<file path="src/rtl/i2c_regport_pkg.sv">
package i2c_regport_pkg;
    typedef enum logic [3:0] {
        ST_IDLE,
        ST_ADDR,
        ST_ADDR_ACK,
        ST_PTR,
        ST_PTR_ACK,
        ST_WDATA,
        ST_WDATA_ACK,
        ST_RDATA,
        ST_RACK,
        ST_IGNORE
    } port_state_t;

    localparam logic [5:0] DEV_PREFIX = 6'b001000;
    localparam logic [3:0] BYTE_BITS  = 4'd8;
endpackage

</file>
<file path="src/rtl/i2c_line_sync.sv">
module i2c_line_sync #(
    parameter int SYNC_STAGES = 2
) (
    input  logic clk,
    input  logic rst_n,
    input  logic scl_i,
    input  logic sda_i,
    output logic scl_s,
    output logic sda_s,
    output logic scl_rise,
    output logic scl_fall,
    output logic start_det,
    output logic stop_det
);
    logic [SYNC_STAGES-1:0] scl_pipe, sda_pipe;
    logic scl_q, sda_q;

    always_ff @(posedge clk or negedge rst_n) begin
        if (!rst_n) begin
            scl_pipe <= '1;
            sda_pipe <= '1;
            scl_q    <= 1'b1;
            sda_q    <= 1'b1;
        end else begin
            scl_pipe <= {scl_pipe[SYNC_STAGES-2:0], scl_i};
            sda_pipe <= {sda_pipe[SYNC_STAGES-2:0], sda_i};
            scl_q    <= scl_pipe[SYNC_STAGES-1];
            sda_q    <= sda_pipe[SYNC_STAGES-1];
        end
    end

    assign scl_s     = scl_pipe[SYNC_STAGES-1];
    assign sda_s     = sda_pipe[SYNC_STAGES-1];
    assign scl_rise  = scl_s & ~scl_q;
    assign scl_fall  = ~scl_s & scl_q;
    assign start_det = scl_s & scl_q & sda_q & ~sda_s;
    assign stop_det  = scl_s & scl_q & ~sda_q & sda_s;
endmodule

</file>
<file path="src/rtl/i2c_regport_fsm.sv">
module i2c_regport_fsm
    import i2c_regport_pkg::*;
#(
    parameter int NREG = 8,
    localparam int IW  = $clog2(NREG)
) (
    input  logic          clk,
    input  logic          rst_n,
    input  logic          scl_rise,
    input  logic          scl_fall,
    input  logic          sda_s,
    input  logic          start_det,
    input  logic          stop_det,
    input  logic          addr_strap,
    input  logic [7:0]    rd_data,
    output logic [IW-1:0] rd_idx,
    output logic          wr_en,
    output logic [IW-1:0] wr_idx,
    output logic [7:0]    wr_data,
    output logic          sda_oe,
    output port_state_t   state_o
);
    port_state_t state, nxt;
    logic [7:0]    shreg, txreg;
    logic [3:0]    cnt;
    logic          rw, m_nack, ptr_inc;
    logic [IW-1:0] ptr_idx;
    logic          byte_done, addr_hit;

    assign byte_done = scl_fall && (cnt == BYTE_BITS);
    assign addr_hit  = (shreg[7:1] == {DEV_PREFIX, addr_strap});
    assign rd_idx    = ptr_idx;
    assign wr_idx    = ptr_idx;
    assign wr_data   = shreg;
    assign wr_en     = (state == ST_WDATA) && byte_done && !start_det && !stop_det;
    assign state_o   = state;

    // next-state logic
    always_comb begin
        nxt = state;
        if (stop_det) begin
            nxt = ST_IDLE;
        end else if (start_det) begin
            nxt = ST_ADDR;
        end else begin
            unique case (state)
                ST_IDLE:      nxt = ST_IDLE;
                ST_ADDR:      if (byte_done) nxt = addr_hit ? ST_ADDR_ACK : ST_IGNORE;
                ST_ADDR_ACK:  if (scl_fall)  nxt = rw ? ST_RDATA : ST_PTR;
                ST_PTR:       if (byte_done) nxt = ST_PTR_ACK;
                ST_PTR_ACK:   if (scl_fall)  nxt = ST_WDATA;
                ST_WDATA:     if (byte_done) nxt = ST_WDATA_ACK;
                ST_WDATA_ACK: if (scl_fall)  nxt = ST_WDATA;
                ST_RDATA:     if (byte_done) nxt = ST_RACK;
                ST_RACK:      if (scl_fall)  nxt = m_nack ? ST_IGNORE : ST_RDATA;
                ST_IGNORE:    nxt = ST_IGNORE;
                default:      nxt = ST_IDLE;
            endcase
        end
    end

    // state register
    always_ff @(posedge clk or negedge rst_n) begin
        if (!rst_n) state <= ST_IDLE;
        else        state <= nxt;
    end

    // shift, count and pointer datapath
    always_ff @(posedge clk or negedge rst_n) begin
        if (!rst_n) begin
            shreg   <= '0;
            txreg   <= '0;
            cnt     <= '0;
            rw      <= 1'b0;
            m_nack  <= 1'b1;
            ptr_idx <= '0;
            ptr_inc <= 1'b0;
        end else if (start_det || stop_det) begin
            cnt <= '0;
        end else begin
            if (scl_rise) begin
                unique case (state)
                    ST_ADDR, ST_PTR, ST_WDATA: begin
                        shreg <= {shreg[6:0], sda_s};
                        cnt   <= cnt + 4'd1;
                    end
                    ST_RDATA: cnt    <= cnt + 4'd1;
                    ST_RACK:  m_nack <= sda_s;
                    default: ;
                endcase
            end
            if (scl_fall) begin
                unique case (state)
                    ST_ADDR: if (byte_done) begin
                        rw  <= shreg[0];
                        cnt <= '0;
                    end
                    ST_ADDR_ACK: begin
                        cnt <= '0;
                        if (rw) txreg <= rd_data;
                    end
                    ST_PTR: if (byte_done) begin
                        ptr_idx <= shreg[IW-1:0];
                        ptr_inc <= shreg[7];
                        cnt     <= '0;
                    end
                    ST_WDATA: if (byte_done) begin
                        cnt <= '0;
                        if (ptr_inc) ptr_idx <= ptr_idx + 1'b1;
                    end
                    ST_RDATA: begin
                        if (byte_done) begin
                            cnt <= '0;
                            if (ptr_inc) ptr_idx <= ptr_idx + 1'b1;
                        end else begin
                            txreg <= {txreg[6:0], 1'b0};
                        end
                    end
                    ST_RACK: if (!m_nack) txreg <= rd_data;
                    default: ;
                endcase
            end
        end
    end

    // data-line drive, updated only on clock falls or bus conditions
    always_ff @(posedge clk or negedge rst_n) begin
        if (!rst_n) begin
            sda_oe <= 1'b0;
        end else if (start_det || stop_det) begin
            sda_oe <= 1'b0;
        end else if (scl_fall) begin
            unique case (state)
                ST_ADDR:          sda_oe <= byte_done && addr_hit;
                ST_PTR, ST_WDATA: sda_oe <= byte_done;
                ST_ADDR_ACK:      sda_oe <= rw && !rd_data[7];
                ST_RDATA:         sda_oe <= byte_done ? 1'b0 : !txreg[6];
                ST_RACK:          sda_oe <= !m_nack && !rd_data[7];
                default:          sda_oe <= 1'b0;
            endcase
        end
    end
endmodule

</file>
<file path="src/rtl/i2c_regport_regs.sv">
module i2c_regport_regs #(
    parameter int NREG     = 8,
    parameter int STAT_IDX = 6,
    parameter int CTRL_IDX = 1,
    parameter int ERR_BIT  = 7,
    parameter int CAL_BIT  = 6,
    localparam int IW      = $clog2(NREG)
) (
    input  logic              clk,
    input  logic              rst_n,
    input  logic              wr_en,
    input  logic [IW-1:0]     wr_idx,
    input  logic [7:0]        wr_data,
    input  logic [IW-1:0]     rd_idx,
    input  logic [7:0]        stat_in,
    input  logic              clk_err_in,
    input  logic              cal_pend_in,
    output logic [7:0]        rd_data,
    output logic [NREG*8-1:0] reg_out
);
    localparam logic [7:0] RO_MASK = (8'h01 << ERR_BIT) | (8'h01 << CAL_BIT);

    logic [7:0] ro_flags;
    logic [NREG-1:0][7:0] view;

    always_comb begin
        ro_flags          = '0;
        ro_flags[ERR_BIT] = clk_err_in;
        ro_flags[CAL_BIT] = cal_pend_in;
    end

    for (genvar g = 0; g < NREG; g++) begin : g_reg
        localparam logic [7:0] WMASK = (g == STAT_IDX) ? 8'h00 :
                                       (g == CTRL_IDX) ? ~RO_MASK : 8'hFF;
        logic [7:0] q;

        always_ff @(posedge clk or negedge rst_n) begin
            if (!rst_n)                            q <= '0;
            else if (wr_en && wr_idx == IW'(g))    q <= wr_data & WMASK;
        end

        if (g == STAT_IDX) begin : g_stat
            assign view[g] = stat_in;
        end else if (g == CTRL_IDX) begin : g_ctrl
            assign view[g] = q | ro_flags;
        end else begin : g_plain
            assign view[g] = q;
        end

        assign reg_out[g*8 +: 8] = q;
    end

    assign rd_data = view[rd_idx];
endmodule

</file>
<file path="src/rtl/i2c_regport.sv">
module i2c_regport
    import i2c_regport_pkg::*;
#(
    parameter int NREG        = 8,
    parameter int STAT_IDX    = 6,
    parameter int CTRL_IDX    = 1,
    parameter int SYNC_STAGES = 2
) (
    input  logic              clk,
    input  logic              rst_n,
    input  logic              scl_i,
    input  logic              sda_i,
    output logic              sda_oe,
    input  logic              addr_strap,
    input  logic [7:0]        stat_in,
    input  logic              clk_err_in,
    input  logic              cal_pend_in,
    output logic [NREG*8-1:0] reg_out
);
    localparam int IW = $clog2(NREG);

    logic scl_s, sda_s, scl_rise, scl_fall, start_det, stop_det;
    logic          wr_en;
    logic [IW-1:0] wr_idx, rd_idx;
    logic [7:0]    wr_data, rd_data;
    port_state_t   fsm_state;

    i2c_line_sync #(.SYNC_STAGES(SYNC_STAGES)) u_sync (
        .clk(clk), .rst_n(rst_n), .scl_i(scl_i), .sda_i(sda_i),
        .scl_s(scl_s), .sda_s(sda_s), .scl_rise(scl_rise), .scl_fall(scl_fall),
        .start_det(start_det), .stop_det(stop_det)
    );

    i2c_regport_fsm #(.NREG(NREG)) u_fsm (
        .clk(clk), .rst_n(rst_n), .scl_rise(scl_rise), .scl_fall(scl_fall),
        .sda_s(sda_s), .start_det(start_det), .stop_det(stop_det),
        .addr_strap(addr_strap), .rd_data(rd_data), .rd_idx(rd_idx),
        .wr_en(wr_en), .wr_idx(wr_idx), .wr_data(wr_data),
        .sda_oe(sda_oe), .state_o(fsm_state)
    );

    i2c_regport_regs #(.NREG(NREG), .STAT_IDX(STAT_IDX), .CTRL_IDX(CTRL_IDX)) u_regs (
        .clk(clk), .rst_n(rst_n), .wr_en(wr_en), .wr_idx(wr_idx), .wr_data(wr_data),
        .rd_idx(rd_idx), .stat_in(stat_in), .clk_err_in(clk_err_in),
        .cal_pend_in(cal_pend_in), .rd_data(rd_data), .reg_out(reg_out)
    );
endmodule

</file>
<file path="config.mk">
export PLATFORM = sky130hd
export DESIGN_NAME = i2c_regport
export DESIGN_NICKNAME = d
export VERILOG_FILES = /design/src/rtl/i2c_regport_pkg.sv /design/src/rtl/i2c_line_sync.sv /design/src/rtl/i2c_regport_fsm.sv /design/src/rtl/i2c_regport_regs.sv /design/src/rtl/i2c_regport.sv
export SDC_FILE = /design/constraint.sdc
export NUM_CORES = 1
export LEC_CHECK = 0
export CORE_AREA = 3 3 96 98
export DETAILED_ROUTE_END_ITERATION = 8
export DIE_AREA = 0 0 99 101
export DONT_BUFFER_PORTS = 1
export PLACE_DENSITY = 0.74
export SYNTH_ARGS = -nofsm -noshare
export SYNTH_HDL_FRONTEND = slang
export SYNTH_SLANG_ARGS = --single-unit
</file>
<file path="constraint.sdc">
create_clock -name clk -period 2.2 [get_ports clk]
set_input_delay 0.33 -clock clk [delete_from_list [all_inputs] [get_ports clk]]
set_output_delay 0.33 -clock clk [all_outputs]
set_load 0.005 [all_outputs]
</file>
# Word level (Yosys, flattened, before mapping)
# Index checks and enable logic that the tools add are counted.
[totals] inputBits=15 output_inout_bits=65 ff_bits=90
[op_classes] n_addsub=2 bitwise_logic=13 n_reduce_logical=36 order_cmp=1 n_eq_ne=30 n_mux=33
[ops] op="4-bit 2-to-1 mux" n=16
[ops] op="4-bit case mux with 8 select lines" n=1
[ops] op="4-bit by 1-bit != test with 1-bit output, second input constant" n=7
[ops] op="8-bit binary-select mux with 3-bit select" n=1
[ops] op="7-bit 2-to-1 mux" n=3
[ops] op="7-bit case mux with 3 select lines" n=1
[ops] op="4-bit by 3-bit == test with 1-bit output, second input constant" n=4
[ops] op="1-bit logical AND" n=14
[ops] op="4-bit == test, second input constant" n=3
[ops] op="3-bit 2-to-1 mux" n=4
[ops] op="6-bit AND reduction" n=2
[ops] op="3-bit == test, second input constant" n=3
[ops] op="4-bit by 2-bit == test with 1-bit output, second input constant" n=2
[ops] op="8-bit 2-to-1 mux" n=1
[ops] op="2-bit by 1-bit != test with 1-bit output, second input constant" n=4
[ops] op="6-bit by 8-bit OR with 8-bit output" n=1
[ops] op="4-bit case mux with 2 select lines" n=1
[ops] op="4-bit AND reduction" n=2
[ops] op="1-bit AND" n=7
[ops] op="7-bit by 5-bit == test with 1-bit output" n=1
[ops] op="7-bit AND reduction" n=1
[ops] op="3-bit by 2-bit == test with 1-bit output, second input constant" n=2
[ops] op="3-bit case mux with 2 select lines" n=1
[ops] op="3-bit AND reduction" n=2
[ops] op="17 further kinds" n=31

# Logic depth before layout (Yosys ltp)
[logic_depth] word_depth=8 ltp_mapped=7 mapped_depth_nobuf=6

# Hierarchy
# Synthesis repeated with hierarchy kept, for this count alone.
[unflattened] hier_cells=345 area_unflattened_um2=4778.3
[modules_own_cells] mod="i2c_regport_regs" area_each_um2=2697.6 cells_per_inst=162 n_inst=1
[modules_own_cells] mod="i2c_regport_fsm" area_each_um2=1890.6 cells_per_inst=173 n_inst=1
[modules_own_cells] mod="i2c_line_sync" area_each_um2=190.2 cells_per_inst=10 n_inst=1

# Worst setup path before layout
# No wires, ideal clock.
[synth_path] path_type="flip-flop to flip-flop" startpoint="reg u_fsm.cnt[0]" endpoint="reg u_regs.g_reg[2].q[0]" arrival_time_ns=2.061 path_slack_ns=0.011 required_ns=2.072 period_less_slack_ns=2.189 path_stages_with_launch=7 path_cell_list="dfrtp_1 inv_1 ha_1 nand3b_2 nor4_4 nand3_4 mux2_1"
[synth_via] elab_chain_len=6
[synth_lines] element="start: declaration" line_no="i2c_regport_fsm.sv:25" source="logic [3:0] cnt;"
[synth_lines] element="start signal: assignment" line_no="i2c_regport_fsm.sv:85" source="cnt <= cnt + 4'd1;"
[synth_lines] element="start signal: assignment" line_no="i2c_regport_fsm.sv:87" source="ST_RDATA: cnt <= cnt + 4'd1;"
[synth_lines] element="4-bit == test" line_no="i2c_regport_fsm.sv:30" source="assign byte_done = scl_fall && (cnt == BYTE_BITS);"
[synth_lines] element="1-bit logical AND" line_no="i2c_regport_fsm.sv:30"
[synth_lines] element="1-bit logical AND (3 in series)" line_no="i2c_regport_fsm.sv:35" source="assign wr_en = (state == ST_WDATA) && byte_done && !start_det && !stop_det;"
[synth_lines] element="1-bit logical AND" line_no="i2c_regport_regs.sv:39" source="else if (wr_en && wr_idx == IW'(g)) q <= wr_data & WMASK;"
[synth_lines] element="end signal: assignment" line_no="i2c_regport_regs.sv:39"
[synth_lines] element="end: declaration" line_no="i2c_regport_regs.sv:35" source="logic [7:0] q;"
# No other way between the ends.
# A chain may end at the register's enable or synchronous reset.

# Worst setup path after layout
[layout_path] startpoint="reg u_fsm.cnt[0]" endpoint="reg u_regs.g_reg[0].q[0]"
[layout_via] elab_chain_len=6
[layout_lines] element="4-bit == test" line_no="i2c_regport_fsm.sv:30"
[layout_lines] element="1-bit logical AND" line_no="i2c_regport_fsm.sv:30"
[layout_lines] element="1-bit logical AND (3 in series)" line_no="i2c_regport_fsm.sv:35"
[layout_lines] element="1-bit logical AND" line_no="i2c_regport_regs.sv:39"
[layout_lines] element="end signal: assignment" line_no="i2c_regport_regs.sv:39"
[layout_lines] element="end: declaration" line_no="i2c_regport_regs.sv:35"
# No other way between the ends.

==> results by group <==
Worst hold path
  – Type of the worst min-delay path: input port to asynchronous set/reset pin

STA
  – Worst Skew: 0.00900 ns
  – Fin crit share: 92.7%
  – Setup TNS: 0 ns
  – Fin crit period: 2.04 ns
  – Slew Viols, Final: 0
  – Setup-failing EPs final: 0
  – Hold slack: -0.337 ns
  – Slew at the pin closest to its max-slew limit: 0.628 ns
  – RSZ-0062 raised after global routing: no
  – Achievable Freq: 0.490 GHz
  – Final hold vios: 90
  – Slew HR: 57.7%

Global routing
  – Vias in the first global route: 3176
  – First-pass GRT wire length: 17000 µm
  – Largest net degree at the start of global routing: 91
  – Total track usage: 22.2%
  – Overflow after GRT: 0
  – Initial antenna violation count: 0

Detailed routing
  – Post-Route WL: 10800 µm
  – Vias: 3120
  – Wire per inst: 21.0 µm
  – Routed Antenna Nets: 0
  – Vias/cell: 6.08
  – Drt drc: 0
  – Initial drt markers: 147
  – Detailed Routing Iterations Pass 1: 4

Place
  – Port buffer count: 0
  – DP HPWL: 7570 µm
  – Routability congestion estimate: 0.909
  – Placement Cell Area: 4940 µm²

Power
  – LEAKAGE: 2.45 nW
  – PwrDens: 853 nW/µm²
  – Worst VDD drop: 0.535 mV

Logic synthesis
  – Netlist Area Pre-Place: 4750 µm²
  – Mapped Cells: 388
  – Sequential share of the synthesized area: 47.6%
  – Synth Warn #: 0
  – Synth Flop Type: dfrtp_1
  – Avg Inst Size Synth: 12.2 µm²
  – Post-synth EDFFs: 0
  – Synth unique cells: 61
  – Async SR Flop Fraction: 100%
  – FF+latch count, synth: 90

Floorplan
  – Die Ht: 101 µm
  – Die area: 10000 µm²
  – IO Pins: 80
  – Starting Density: 55.6%
  – DIE WIDTH: 99 µm
  – Row cnt: 34
  – Core ar.: 8550 µm²

Clocking
  – Clock latency on the worst-skew pair: 0.35 ns
  – CTS tree: yes
  – CTS sink cnt: 90
  – Reg clk slew, reported paths: 0.09 ns
  – Cts hold-fix bufs: 2
  – Root Buffer: clkbuf_8
  – CTS Buf Count: 9
  – Bufs on Longest Clock Path: 2
  – H-tree depth: 3
  – Post-CTS Setup Repair Bufs: 0

Run status
  – Failing checks: negative hold slack
  – Outcome: finished, violations left

Finish
  – Fin area: 5210 µm²
  – Fin util: 60.9%
  – Commonest non-fill, non-tap cell in the layout: dfrtp_1
  – Layout cells sized above 1: 36.8%
  – Inserted Diodes: 0
  – Most frequent cells in the layout: dfrtp_1 (83), mux2_2 (82), nand2_1 (24)
  – Area delta synth->final: 9.61%
  – Fillcell total: 664
  – Post-layout net count: 423

Critical path
  – FF-to-FF End: u_regs.g_reg[0].q[0]
  – Critical Path Sink Type: register
  – Crit path kind: register to register
  – Worst Path Arrival: 2.27 ns
  – R2r worst-path depth: 7
  – R2R Setup Slk: 0.16 ns
  – Worst r2r src: u_fsm.cnt[0]
  – Worst-path fanout max: 8
  – CP required: 2.43 ns
  – Critical Path Source Type: register

Run
  – MaxCap Viol Count: 0
-- flip-flops by register name, indices dropped and copies added, names as in the netlist --
name and cells:
u_regs.g.q 54, u_fsm.wr_data 8, u_fsm.txreg 7, u_fsm.cnt 4, u_fsm.state_o 4, u_fsm.rd_idx 3, u_sync.scl_pipe 2, u_sync.sda_pipe 2
u_fsm.m_nack 1, u_fsm.ptr_inc 1, u_fsm.rw 1, u_fsm.sda_oe 1, u_sync.scl_q 1, u_sync.sda_q 1
-- kinds of logic (layout without fill, tap and decap cells) --
| group | Yosys count | in the layout | synth area share (%) |
|---|---|---|---|
| other | 1 | 10 | 0.0789 |
| xor gates and xnor gates | 5 | 5 | 0.921 |
| adders and majority gates | 8 | 8 | 2.11 |
| buffers and inverters | 41 | 49 | 4.16 |
| DFF | 90 | 90 | 47.6 |
| muxes | 97 | 97 | 23.9 |
| AOI/OAI and AO/OA | 62 | 62 | 9.58 |
| and+or+nand+nor | 84 | 84 | 11.7 |
-- layout make-up --
cell class / instances / area, µm² / area share [%]
well taps: 108 / 135 / 2.59
flip-flops and latches: 90 / 2260 / 43.4
inverters: 7 / 26.3 / 0.504
clock buffers: 12 / 145 / 2.79
clock inverters: 4 / 98.8 / 1.90
multi-input cells: 266 / 2330 / 44.7
repair buffers: 26 / 213 / 4.08
-- critical path: stages, from the launching register on --
cell,delay (ns)
dfrtp_1,0.42
inv_1,0.07
ha_1,0.17
nand3b_2,0.19
nor4_4,0.31
buf_12,0.19
nand3_4,0.19
mux2_1,0.37
-- per-stage QoR --
| step | power, mW | worst slack, ns | cells | hold WS (ns) |
|---|---|---|---|---|
| after detailed placement | 3.09 | 0.119 | 495 | 0.0357 |
| final | 4.45 | 0.160 | 513 | -0.337 |
| after global placement | 3.06 | 0.149 | 495 | 0.0363 |
| after global routing | 4.67 | 0.0541 | 513 | -0.366 |
| after floorplan | 2.77 | 0.0111 | 397 | 0.0344 |
| after CTS | 4.46 | 0.105 | 513 | -0.356 |
-- timing repair --
item | 4_1_cts | 5_1_grt
resized for setup | 0 | 1
hold endpoints to repair | 92 | 90
setup endpoints to repair | 0 | 2
-- per-layer routing --
metal	share of wire (%)	track usage (%)
met1	44	30.6
met2	48	33.7
met3	7.3	7.06
met4	1.6	6.20
met5	0	0
-- cells in the mapped netlist (2+ instances only) --
cell type / count / area (µm²)
nand3_1: 3 / 15.0
o22ai_1: 13 / 81.3
o211ai_1: 2 / 15.0
nand2_1: 24 / 90.1
buf_4: 11 / 82.6
o21ai_0: 7 / 35.0
o31ai_1: 9 / 67.6
a21oi_1: 6 / 30.0
or2_2: 2 / 12.5
nand3b_1: 4 / 30.0
a32o_1: 4 / 40.0
mux2_2: 82 / 923
inv_1: 7 / 26.3
o21a_1: 2 / 15.0
nor4b_1: 2 / 17.5
dfrtp_1: 83 / 2080
mux4_2: 4 / 90.1
xor2_1: 4 / 35.0
nor3_1: 2 / 10.0
buf_1: 2 / 7.51
nand3_4: 5 / 87.6
nor2b_1: 6 / 37.5
or3b_2: 2 / 17.5
ha_1: 8 / 100
a211o_1: 2 / 17.5
nor2_1: 14 / 52.6
dfstp_2: 7 / 184
nand2b_1: 7 / 43.8
nand2_4: 2 / 22.5
a211oi_1: 2 / 15.0
a31oi_1: 2 / 12.5
buf_2: 2 / 10.0
mux2_1: 10 / 113
clkbuf_1: 19 / 71.3
-- power by group --
part	switching (mW)	leakage (nW)	internal, mW
Sequential	0.235	1.21	1.81
Combinational	0.569	1.12	0.480
Clock	0.565	0.121	0.791
Total	1.37	2.45	3.08
-- worst max path at each step --
stage / cells past startpoint / startpoint / endpoint
detailed placement: 5 / u_sync.scl_q / u_fsm.sda_oe
global placement: 5 / u_sync.scl_q / u_fsm.sda_oe
finish: 7 / u_fsm.cnt[0] / u_regs.g_reg[0].q[0]
floorplan: 6 / u_fsm.cnt[0] / u_regs.g_reg[2].q[0]
global route: 7 / u_fsm.cnt[0] / u_regs.g_reg[4].q[1]
CTS: 5 / u_sync.scl_q / u_fsm.sda_oe
(Power assumes the default switching activity.)
